<file path="src/rtl/bcs_pkg.sv">
package bcs_pkg;
  typedef enum logic [2:0] {
    PH_IDLE, PH_SETUP, PH_CE, PH_STB, PH_HOLD, PH_PAUSE
  } phase_e;

  function automatic logic [3:0] mult_clocks(input logic [1:0] code);
    case (code)
      2'd0:    return 4'd4;
      2'd1:    return 4'd1;
      2'd2:    return 4'd2;
      default: return 4'd8;
    endcase
  endfunction
endpackage

</file>
<file path="src/rtl/bcs_sync.sv">
module bcs_sync #(
  parameter int STAGES = 2
) (
  input  logic clk,
  input  logic rst_n,
  input  logic d,
  output logic q
);
  logic [STAGES-1:0] sh_q;

  generate
    if (STAGES == 1) begin : g_one
      always_ff @(posedge clk or negedge rst_n)
        if (!rst_n) sh_q <= '1;
        else        sh_q <= d;
    end else begin : g_chain
      always_ff @(posedge clk or negedge rst_n)
        if (!rst_n) sh_q <= '1;
        else        sh_q <= {sh_q[STAGES-2:0], d};
    end
  endgenerate

  assign q = sh_q[STAGES-1];
endmodule

</file>
<file path="src/rtl/bcs_phase_timer.sv">
module bcs_phase_timer #(
  parameter int CNT_W = 6
) (
  input  logic             clk,
  input  logic             rst_n,
  input  logic             clr,
  input  logic             hold,
  input  logic [1:0]       mult_code,
  input  logic [CNT_W-1:0] limit,
  output logic             last
);
  import bcs_pkg::*;

  logic [3:0]       pre_q;
  logic [CNT_W-1:0] tick_q;
  logic [3:0]       span;
  logic             wrap;

  assign span = mult_clocks(mult_code);
  assign wrap = (pre_q == span - 4'd1);
  assign last = wrap && (tick_q == limit) && !hold;

  always_ff @(posedge clk or negedge rst_n) begin
    if (!rst_n) begin
      pre_q  <= '0;
      tick_q <= '0;
    end else if (clr) begin
      pre_q  <= '0;
      tick_q <= '0;
    end else if (!hold) begin
      if (wrap) begin
        pre_q  <= '0;
        tick_q <= tick_q + 1'b1;
      end else begin
        pre_q <= pre_q + 4'd1;
      end
    end
  end

  assert_prescale_range_R4: assert property (@(posedge clk) disable iff (!rst_n)
    pre_q < span);
  assert_freeze_on_wait_R9: assert property (@(posedge clk) disable iff (!rst_n)
    (hold && !clr) |=> (pre_q == $past(pre_q) && tick_q == $past(tick_q)));
endmodule

</file>
<file path="src/rtl/bus_cycle_seq.sv">
module bus_cycle_seq #(
  parameter int ADDR_W      = 8,
  parameter int DATA_W      = 16,
  parameter int CNT_W       = 6,
  parameter int SYNC_STAGES = 2
) (
  input  logic              clk,
  input  logic              rst_n,
  input  logic              req_valid,
  output logic              req_ready,
  input  logic              req_wr,
  input  logic [ADDR_W-1:0] req_addr,
  input  logic [DATA_W-1:0] req_wdata,
  input  logic [1:0]        cfg_mult,
  input  logic              cfg_wait_en,
  input  logic [CNT_W-1:0]  cfg_t_setup,
  input  logic [CNT_W-1:0]  cfg_t_ce,
  input  logic [CNT_W-1:0]  cfg_t_rd_stb,
  input  logic [CNT_W-1:0]  cfg_t_wr_stb,
  input  logic [CNT_W-1:0]  cfg_t_rd_hold,
  input  logic [CNT_W-1:0]  cfg_t_wr_hold,
  input  logic [CNT_W-1:0]  cfg_t_pause,
  output logic              busy,
  output logic              done,
  output logic [DATA_W-1:0] rsp_rdata,
  output logic [ADDR_W-1:0] bus_addr,
  output logic              bus_cs_n,
  output logic              bus_rd_n,
  output logic              bus_wr_n,
  output logic [DATA_W-1:0] bus_dout,
  output logic              bus_dout_en,
  input  logic [DATA_W-1:0] bus_din,
  input  logic              bus_ready
);
  import bcs_pkg::*;

  phase_e            ph_q;
  logic              wr_q, wait_q, done_q;
  logic [1:0]        mult_q;
  logic [ADDR_W-1:0] addr_q;
  logic [DATA_W-1:0] wdata_q, rdata_q;
  logic [CNT_W-1:0]  su_q, ce_q, rstb_q, wstb_q, rhld_q, whld_q, pau_q;
  logic [CNT_W-1:0]  limit;
  logic              accept, last, hold, rdy_s, clr;

  assign req_ready = (ph_q == PH_IDLE);
  assign accept    = req_valid && req_ready;
  assign hold      = (ph_q == PH_STB) && wait_q && !rdy_s;
  assign clr       = last || (ph_q == PH_IDLE);

  always_comb begin
    case (ph_q)
      PH_SETUP: limit = su_q;
      PH_CE:    limit = ce_q;
      PH_STB:   limit = wr_q ? wstb_q : rstb_q;
      PH_HOLD:  limit = wr_q ? whld_q : rhld_q;
      PH_PAUSE: limit = pau_q;
      default:  limit = '0;
    endcase
  end

  bcs_sync #(.STAGES(SYNC_STAGES)) u_rdy_sync (
    .clk(clk), .rst_n(rst_n), .d(bus_ready), .q(rdy_s)
  );

  bcs_phase_timer #(.CNT_W(CNT_W)) u_timer (
    .clk(clk), .rst_n(rst_n), .clr(clr), .hold(hold),
    .mult_code(mult_q), .limit(limit), .last(last)
  );

  always_ff @(posedge clk or negedge rst_n) begin
    if (!rst_n) begin
      ph_q    <= PH_IDLE;
      wr_q    <= 1'b0;
      wait_q  <= 1'b0;
      mult_q  <= 2'd1;
      addr_q  <= '0;
      wdata_q <= '0;
      rdata_q <= '0;
      done_q  <= 1'b0;
      su_q    <= '0;
      ce_q    <= '0;
      rstb_q  <= '0;
      wstb_q  <= '0;
      rhld_q  <= '0;
      whld_q  <= '0;
      pau_q   <= '0;
    end else begin
      done_q <= 1'b0;
      if (accept) begin
        ph_q    <= PH_SETUP;
        wr_q    <= req_wr;
        addr_q  <= req_addr;
        wdata_q <= req_wdata;
        mult_q  <= cfg_mult;
        wait_q  <= cfg_wait_en;
        su_q    <= cfg_t_setup;
        ce_q    <= cfg_t_ce;
        rstb_q  <= cfg_t_rd_stb;
        wstb_q  <= cfg_t_wr_stb;
        rhld_q  <= cfg_t_rd_hold;
        whld_q  <= cfg_t_wr_hold;
        pau_q   <= cfg_t_pause;
      end else if (last) begin
        case (ph_q)
          PH_SETUP: ph_q <= PH_CE;
          PH_CE:    ph_q <= PH_STB;
          PH_STB: begin
            ph_q <= PH_HOLD;
            if (!wr_q) rdata_q <= bus_din;
          end
          PH_HOLD:  ph_q <= PH_PAUSE;
          PH_PAUSE: begin
            ph_q   <= PH_IDLE;
            done_q <= 1'b1;
          end
          default:  ph_q <= PH_IDLE;
        endcase
      end
    end
  end

  assign busy        = (ph_q != PH_IDLE);
  assign done        = done_q;
  assign rsp_rdata   = rdata_q;
  assign bus_addr    = addr_q;
  assign bus_cs_n    = !(ph_q == PH_CE || ph_q == PH_STB || ph_q == PH_HOLD);
  assign bus_rd_n    = !((ph_q == PH_STB) && !wr_q);
  assign bus_wr_n    = !((ph_q == PH_STB) && wr_q);
  assign bus_dout    = wdata_q;
  assign bus_dout_en = wr_q && !bus_cs_n;

  assert_busy_after_accept_R2: assert property (@(posedge clk) disable iff (!rst_n)
    accept |=> busy);
  assert_strobe_inside_enable_R3: assert property (@(posedge clk) disable iff (!rst_n)
    (!bus_rd_n || !bus_wr_n) |-> !bus_cs_n);
  assert_single_strobe_R5: assert property (@(posedge clk) disable iff (!rst_n)
    !(!bus_rd_n && !bus_wr_n));
  assert_driver_write_only_R6: assert property (@(posedge clk) disable iff (!rst_n)
    bus_dout_en |-> (bus_rd_n && !bus_cs_n));
  assert_done_single_R7: assert property (@(posedge clk) disable iff (!rst_n)
    done |=> !done);
  assert_done_idle_R2: assert property (@(posedge clk) disable iff (!rst_n)
    done |-> !busy);
endmodule

</file>
<file path="config.mk">
export PLATFORM = sky130hd
export DESIGN_NAME = bus_cycle_seq
export DESIGN_NICKNAME = d
export VERILOG_FILES = /design/src/rtl/bcs_pkg.sv /design/src/rtl/bcs_sync.sv /design/src/rtl/bcs_phase_timer.sv /design/src/rtl/bus_cycle_seq.sv
export SDC_FILE = /design/constraint.sdc
export NUM_CORES = 1
export LEC_CHECK = 0
export BUFFER_PORTS_ARGS = -buffer_cell sky130_fd_sc_hd__buf_4
export CAP_MARGIN = 20
export CORE_ASPECT_RATIO = 0.7
export CORE_MARGIN = 5
export CORE_UTILIZATION = 40
export DETAILED_ROUTE_END_ITERATION = 8
export PLACE_DENSITY = 0.72
export RECOVER_POWER = 25
export SLEW_MARGIN = 20
export SYNTH_ARGS = -nofsm -noshare
export SYNTH_HDL_FRONTEND = slang
export SYNTH_SLANG_ARGS = --single-unit
</file>
<file path="constraint.sdc">
create_clock -name clk -period 3.9 [get_ports clk]
set_input_delay 0.39 -clock clk [delete_from_list [all_inputs] [get_ports clk]]
set_output_delay 0.39 -clock clk [all_outputs]
set_load 0.02 [all_outputs]
</file>
### After elaboration in Yosys (flattened, before gate mapping)

Cells that the tools add are included.
W data, S select, Z words.

| operators by class | value |
|---|---|
| shifts and indexed selects | 0 |
| equality and inequality tests | 10 |
| add/sub/neg operators | 3 |
| reductions and logical operators | 24 |
| divide/modulo/power cells | 0 |
| $lt $le $gt $ge | 0 |
| muxes and demuxes | 16 |
| multiply operators | 0 |
| bitwise gates (word level) | 2 |

Operator list:

| operator | number |
|---|---|
| $mux W6 | 5 |
| $pmux W6 S5 | 1 |
| $mux W4 | 3 |
| $pmux W3 S4 | 1 |
| $pmux W4 S3 | 1 |
| $logic_and A1 B1 Y1 | 8 |
| $add A6 B1 Y6 const B | 1 |
| $eq A3 B2 Y1 const B | 2 |
| $eq A3 B3 Y1 const B | 2 |
| $eq A6 B6 Y1 | 1 |
| $logic_not A1 Y1 | 6 |
| $mux W3 | 2 |
| $add A4 B1 Y4 const B | 1 |
| $eq A4 B4 Y1 | 1 |
| $reduce_and A4 Y1 | 1 |
| $reduce_bool A2 Y1 | 2 |
| $sub A4 B1 Y4 const B | 1 |
| $eq A3 B1 Y1 const B | 1 |
| $logic_not A3 Y1 | 1 |
| $logic_or A1 B1 Y1 | 3 |
| $mux W1 | 3 |
| $reduce_bool A3 Y1 | 1 |
| $eq A2 B1 Y1 const B | 1 |
| $eq A2 B2 Y1 const B | 1 |
| other kinds (4) | 5 |

| storage, ports and cells | value |
|---|---|
| bits in read-only memories | 0 |
| register bits | 102 |
| bits in writable memories | 0 |
| input port bits | 90 |
| latch bits | 0 |
| memories | 0 |
| word-level logic and storage cells | 73 |

### Longest topological paths before layout

Gate-level depths: netlist of the first run.

| logic depth | value |
|---|---|
| depth in word-level cells | 9 |
| depth in mapped cells | 12 |
| gate-level depth less buffers | 9 |

### By module

Synthesis of the first run repeated with hierarchy kept, for this count alone.

| second synthesis, totals | value |
|---|---|
| cells, all modules | 325 |
| area total of the unflattened synthesis | 4642.0 µm² |

Modules (own cells, without submodules):

| module | times used | area an instance (µm²) | cells each |
|---|---|---|---|
| bus_cycle_seq | 1 | 3890.0 | 249 |
| bcs_phase_timer | 1 | 699.4 | 74 |
| bcs_sync | 1 | 52.6 | 2 |

### Worst setup path before layout of the first run

No wires, ideal clock.

| timing | value |
|---|---|
| path kind | register -> register |
| start | reg ph_q[0] |
| end | reg rdata_q[10] (netlist: rsp_rdata[10]) |
| period minus slack after synthesis | 2753 ps |
| slack | 1147 ps |
| path buffers | 3 |
| cell stages (with the launch flop) | 11 |
| setup time | 125 ps |
| arrival | 2628 ps |
| cells stage by stage | dfrtp_1 > buf_2 > and4b_1 > a311o_1 > or4_4 > a22oi_2 > nand4b_2 > or2_1 > buf_6 > buf_12 > mux2_4 |

| between the ends | value |
|---|---|
| word-level cells in the longest chain between the ends | 6 |
| elaborated cells on any way between the ends | 16 |

RTL lines:

| what | line | RTL |
|---|---|---|
| from (decl) | bus_cycle_seq.sv:37 | `phase_e ph_q;` |
| from (signal assigned) | bus_cycle_seq.sv:73 | `ph_q <= PH_IDLE;` |
| from (signal assigned) | bus_cycle_seq.sv:91 | `ph_q <= PH_SETUP;` |
| from (signal assigned) | bus_cycle_seq.sv:106 | `PH_SETUP: ph_q <= PH_CE;` |
| $eq A3 B3 Y1, or another cell as far along | bus_cycle_seq.sv:52 | `case (ph_q)` |
| $pmux W6 S5 or $logic_and A1 B1 Y1 (tied branches) | bus_cycle_seq.sv:52, bus_cycle_seq.sv:48 |  |
| $eq A6 B6 Y1 or $logic_and A1 B1 Y1 (tied branches) | bcs_phase_timer.sv:21, bus_cycle_seq.sv:48 |  |
| $logic_and A1 B1 Y1 or $logic_not A1 Y1 (tied branches) | bcs_phase_timer.sv:21 | `assign last = wrap && (tick_q == limit) && !hold;` |
| $logic_and A1 B1 Y1 | bcs_phase_timer.sv:21 |  |
| $reduce_and A4 Y1 (no line) * | -- |  |
| to (signal assigned) | bus_cycle_seq.sv:110 | `if (!wr_q) rdata_q <= bus_din;` |
| to (decl) | bus_cycle_seq.sv:41 | `logic [DATA_W-1:0] wdata_q, rdata_q;` |

Every way passes the cells marked *; elsewhere a longest branch is shown, timed or not.
A chain may end at the register's enable or synchronous reset.

### Worst setup path after layout of the first run

| timing | value |
|---|---|
| start | reg ph_q[1] |
| end | reg rdata_q[7] (netlist: rsp_rdata[7]) |

Same word-level chain as after synthesis.

==> impl_metrics.json, run 1 <==
{
  "die_y_um": 101,
  "finalSetupTns_ns": 0,
  "setup_ws_ns": 0.570,
  "grt_pass1_vias": 3485,
  "highest_layer": "met4",
  "cts_setup_buffers": 0,
  "initial_core_util_pct": 40.4,
  "skew_ns": 0.0132,
  "drt_first_pass_iters": 4,
  "clk_latency_ns": 0.35,
  "drive_above_1_share_pct": 52.1,
  "pin_count": 137,
  "crit_arrival_ns": 3.56,
  "synth_simple_gate_area_share_pct": 9.37,
  "first_iter_violations": 194,
  "n_antenna_cell": 0,
  "status": "complete, but fails checks",
  "vias_per_cell": 5.04,
  "clkSinkCount": 102,
  "syn_area_per_cell_um2": 13.1,
  "routed_wl_um": 11400,
  "fin_crit_sh_pct": 85.4,
  "crit_type": "reg2reg",
  "maxCapViolations": 1,
  "grt-ovfl-total": 0,
  "clk_pin_slew_ns": 0.07,
  "ys_seq_area_share_pct": 54.6,
  "wl_met3_um": 1090,
  "period_minus_slack_ns": 3.33,
  "htreeDepth": 3,
  "total_leakage_power_uw": 0.00287,
  "grt_max_degree": 79,
  "slew_headroom_pct": -29.0,
  "finalHoldViolCount": 0,
  "core_area_um2": 11600,
  "hold_buffers": 0,
  "maxSlewViolCount": 79,
  "met1_length_um": 5130,
  "synth_compound_area_share_pct": 4.97,
  "cpMaxStageDelayCell": "dfrtp_1",
  "antenna_found_initial": 0,
  "critPathMaxStageDelay_ns": 0.67,
  "cts_buffer_depth": 2,
  "rows": 33,
  "synth_cell_types": 49,
  "cp_max_fo": 20,
  "worstPathRequired_ns": 4.13,
  "synth_fp_nets": 452,
  "worst_pin_slew_ns": 1.93,
  "synth-xor-area-share_pct": 1.68,
  "muxShareOfSynthArea_pct": 25.2,
  "finalSetupViolCount": 0,
  "io_buffers": 136,
  "nets": 583,
  "path_buf_inv": 0,
  "path_delay_family": "simple AND/OR/NAND/NOR gates",
  "grt_usage_pct": 17.0,
  "dpl_worst_slack_ns": 0.584,
  "drc": 0,
  "rsz0062_at_grt": "no",
  "p_per_area_nw_per_um2": 798,
  "irDropWorstVdd_v": 0.000392,
  "hold_class": "in2reg",
  "netlist_area_um2": 4690,
  "dieArea_um2": 14000,
  "vias": 3278,
  "yosys_register_bits": 102,
  "met2_length_um": 5070,
  "die-width_um": 139,
  "synth_top_family_by_area": "multiplexers",
  "netlist_instances": 357,
  "yosysWarnings": 0,
  "finalWeightedCongestion": 0.845,
  "crit_path_start_kind": "flop",
  "postRouteAntennaNets": 0,
  "grt_first_pass_wirelength_um": 18800,
  "crit_chain": "nor2_1 > a311o_1 > or4_4 > a22oi_2 > nand4b_2 > or2_1 > mux2_4",
  "endpoint_kind": "flop",
  "layout_common_cells": "buf_4 (137), dfrtp_1 (99), mux2_2 (81), nand2_1 (19), nor2_1 (13)",
  "hpwl_um": 8630,
  "numCtsBuffers": 9,
  "routedWlPerCell_um": 17.6,
  "fmax_ghz": 0.300,
  "syn_to_final_growth_pct": 30.8,
  "cts-resized-gates": 0,
  "cts_root_buffer": "clkbuf_16",
  "failed_checks": "max-capacitance violations, max-slew violations",
  "final_common_cell": "buf_4",
  "fin_util_pct": 52.8,
  "synth_adder_area_share_pct": 1.34,
  "tritoncts": "done"
}
## worst paths after layout
check	startpoint	endpoint	slack, ns	cells after the start
worst max register to register	ph_q[1]	rsp_rdata[7]	0.57	7
max in group asynchronous	rst_n	su_q[4]	2.12	2
min in group asynchronous	rst_n	ph_q[0]	0.56	1
worst min-delay path	bus_ready	u_rdy_sync.sh_q[0]	0.15	1
worst max-delay path	ph_q[1]	rsp_rdata[7]	0.57	7
worst min register to register	u_rdy_sync.sh_q[0]	u_rdy_sync.sh_q[1]	0.36	0
## flip-flops by register name, summed over array words and instances, names as in the netlist, 4 cells and up
signal and count:
bus_dout 16, rhld_q 6, ce_q 6, whld_q 6
pau_q 6, rsp_rdata 16, su_q 6, u_timer.pre_q 4
u_timer.tick_q 6, wstb_q 6, rstb_q 6, bus_addr 8
## final cells by class
cell class	instances	area (um2)
Clock buffer	10	229
Clock inverter	6	66.3
Fill cell	991	5470
Inverter	6	22.5
Multi-Input combinational cell	229	2000
Sequential cell	102	2560
Tap cell	157	196
Timing Repair Buffer	140	1060
## report_power, final
part / switching, uW / internal (uW) / total [uW]
Combinational: 974 / 1080 / 2050
Sequential: 395 / 1540 / 1940
Clock: 398 / 503 / 901
## kinds of logic after synthesis
kind of cell | after synthesis
DFF | 102
muxes | 103
xor gates and xnor gates | 9
adders and majority gates | 5
and+or+nand+nor | 77
buffers and inverters | 26
AOI/OAI and AO/OA | 35
## layer usage
layer | vias up | GRT usage (%)
li1 | 1535 | -
met1 | 1615 | 23.0
met2 | 119 | 25.0
met3 | 9 | 7.06
met4 | 0 | 4.96
met5 | - | 0
## synthesized netlist by cell type (all sizes together)
master / instances / area, um2
and4bb: 1 / 12.5
dfstp: 3 / 78.8
dfrtp: 99 / 2480
a211o: 1 / 8.76
xnor2: 5 / 43.8
nand3b: 5 / 37.5
a32oi: 1 / 8.76
o31ai: 1 / 7.51
and2: 1 / 6.26
and3b: 1 / 8.76
and3: 2 / 12.5
nor4: 1 / 12.5
nor4bb: 2 / 20.0
a21oi: 5 / 25.0
a311o: 1 / 10.0
inv: 6 / 22.5
and4b: 1 / 10.0
a311oi: 1 / 8.76
nand4: 2 / 12.5
or3: 1 / 6.26
buf: 8 / 66.3
nor2b: 5 / 31.3
ha: 5 / 62.6
and2b: 1 / 7.51
mux2i: 12 / 120
mux2: 91 / 1060
nor4b: 1 / 8.76
a22oi: 2 / 20.0
o21ai: 12 / 60.1
xor2: 4 / 35.0
nor2: 13 / 48.8
o21a: 1 / 7.51
o211ai: 5 / 37.5
nor3: 5 / 25.0
a221oi: 1 / 8.76
or4: 1 / 11.3
or2: 3 / 18.8
a211oi: 4 / 30.0
nand3: 5 / 25.0
nand2: 19 / 71.3
clkbuf: 12 / 45.0
nand2b: 6 / 37.5
nand4b: 1 / 15.0
## per-stage QoR
stage	power [uW]	hold slack [ns]	instances	area, um2
2_1_floorplan	3240	0.0944	357	4690
3_3_place_gp	3940	0.347	634	5840
3_5_place_dp	4010	0.350	634	5840
4_1_cts	4940	0.134	650	6130
5_1_grt	5220	0.137	650	6130
6_report	4890	0.147	650	6130
Power figures use the tool's default switching activity.
==> run 2: changes to the inputs <==
--- a/config.mk
+++ b/config.mk
@@ -5,13 +5,14 @@
 export SDC_FILE = /design/constraint.sdc
 export NUM_CORES = 1
 export LEC_CHECK = 0
-export BUFFER_PORTS_ARGS = -buffer_cell sky130_fd_sc_hd__buf_4
 export CAP_MARGIN = 20
 export CORE_ASPECT_RATIO = 0.7
 export CORE_MARGIN = 5
 export CORE_UTILIZATION = 40
 export DETAILED_ROUTE_END_ITERATION = 8
-export PLACE_DENSITY = 0.72
+export DONT_BUFFER_PORTS = 1
+export MAX_ROUTING_LAYER = met4
+export PLACE_DENSITY = 0.62
 export RECOVER_POWER = 25
 export SLEW_MARGIN = 20
 export SYNTH_ARGS = -nofsm -noshare
==> run 2 against run 1 <==
Compared with the run above:
- the run still ends with max-capacitance violations, max-slew violations left
- clock power increased by 8.8%
- cell area is 16% lower
- clock skew is 0.0023 ns lower
- power down 6.6%
- flip-flop and latch count unchanged
- worst setup slack got worse by 0.027 ns
- die area unchanged
- via count decreased by 16%
- sequential share of layout area is 8.0 points higher
- register-to-register slack lost 0.03 ns
- utilization down 8.5 points
- routed wire length decreased by 9.8%
- largest power group is now registers
- highest routed layer unchanged
==> impl_metrics.json, run 2 (synthesis results as in run 1) <==
{
  "total_leakage_power_uw": 0.00222,
  "crit_path_start_kind": "flop",
  "core_area_um2": 11600,
  "p_per_area_nw_per_um2": 888,
  "hold_buffers": 2,
  "hpwl_um": 7320,
  "hold_class": "in2reg",
  "numCtsBuffers": 9,
  "fin_crit_sh_pct": 86.1,
  "maxSlewViolCount": 103,
  "hold_slack_ns": 0.0393,
  "tritoncts": "done",
  "rsz0062_at_grt": "no",
  "finalSetupTns_ns": 0,
  "slew_headroom_pct": -65.6,
  "initial_core_util_pct": 40.4,
  "cp_max_fo": 18,
  "r2r_slack_ns": 0.54,
  "skew_ns": 0.0109,
  "maxCapViolations": 1,
  "clk_pin_slew_ns": 0.07,
  "crit_arrival_ns": 3.59,
  "crit_chain": "nor2_1 > a311o_1 > or4_4 > a22oi_2 > nand4b_2 > or2_1 > mux2_4",
  "finalWeightedCongestion": 0.898,
  "syn_to_final_growth_pct": 9.83,
  "grt_max_degree": 103,
  "irDropWorstVdd_v": 0.000336,
  "drt_first_pass_iters": 4,
  "drc": 0,
  "cts-resized-gates": 0,
  "grt_pass1_vias": 2933,
  "cts_setup_buffers": 0,
  "status": "complete, but fails checks",
  "grt_first_pass_wirelength_um": 16200,
  "finalHoldViolCount": 0,
  "finalNonFillerCells": 518,
  "place_inst": 496,
  "die_y_um": 101,
  "drive_above_1_share_pct": 33.9,
  "power_uw": 4570,
  "clk_latency_ns": 0.35,
  "cpMaxStageDelayCell": "dfrtp_1",
  "crit_type": "reg2reg",
  "critPathMaxStageDelay_ns": 0.70,
  "postRouteAntennaNets": 0,
  "die-width_um": 139,
  "cts_root_buffer": "clkbuf_16",
  "period_minus_slack_ns": 3.36,
  "grt-ovfl-total": 0,
  "antenna_found_initial": 3,
  "clkSinkCount": 102,
  "htreeDepth": 3,
  "vias_per_cell": 5.30,
  "failed_checks": "max-capacitance violations, max-slew violations",
  "rows": 33,
  "vias": 2743,
  "worst_pin_slew_ns": 2.48,
  "io_buffers": 0,
  "endpoint_kind": "flop",
  "dieArea_um2": 14000,
  "fmax_ghz": 0.298,
  "routed_wl_um": 10300,
  "grt_usage_pct": 15.3,
  "finalSetupViolCount": 0,
  "first_iter_violations": 163,
  "layout_common_cells": "dfrtp_1 (99), mux2_2 (81), nand2_1 (19), nor2_1 (13)",
  "worstPathRequired_ns": 4.13,
  "routedWlPerCell_um": 19.9,
  "final_common_cell": "dfrtp_1",
  "cts_buffer_depth": 2,
  "nets": 447,
  "pin_count": 137
}
[run 2: path summary, 6_finish.rpt]
path                               startpoint                 end  cells after the start
setup / recovery                      ph_q[2]       rsp_rdata[14]                      7
hold / removal                      bus_ready  u_rdy_sync.sh_q[0]                      0
setup reg to reg                      ph_q[2]       rsp_rdata[14]                      7
hold reg to reg            u_rdy_sync.sh_q[0]  u_rdy_sync.sh_q[1]                      0
max in group asynchronous               rst_n           rhld_q[1]                      2
min in group asynchronous               rst_n           wstb_q[2]                      2
[run 2: final cells by class]
| type | instances | area, um2 |
|---|---|---|
| Fill cell | 1055 | 6460 |
| Clock buffer | 9 | 225 |
| Inverter | 6 | 22.5 |
| Clock inverter | 7 | 108 |
| Timing Repair Buffer | 4 | 30.0 |
| Antenna cell | 4 | 10.0 |
| Tap cell | 157 | 196 |
| Multi-Input combinational cell | 229 | 2000 |
| Sequential cell | 102 | 2560 |
[run 2: layer usage]
metal	vias up	GRT usage, %	wire [um]
li1	1260	-	-
met1	1347	20.2	4650
met2	120	21.4	4460
met3	16	6.88	1030
met4	0	4.21	144
met5	-	-	0
[run 2: worst max-delay path, delay by kind of cell (launching register included)]
kind / cells / cell delay [ns]
and+or+nand+nor: 4 / 1.49
DFF: 1 / 0.70
AOI/OAI and AO/OA: 2 / 0.63
muxes: 1 / 0.42
[run 2: power by group]
part	internal, uW	total (uW)	switching, uW
registers	1540	2210	670
clock network	571	980	409
logic	755	1380	625
[run 2: through the flow]
stage / area (um2) / setup slack [ns] / util (%)
floorplan: 4690 / 1.15 / -
global placement: 4790 / 0.655 / 41.3
detailed placement: 4790 / 0.571 / 41.3
CTS: 5160 / 0.555 / 44.5
global route: 5140 / 0.265 / 44.3
finish: 5150 / 0.543 / 44.4
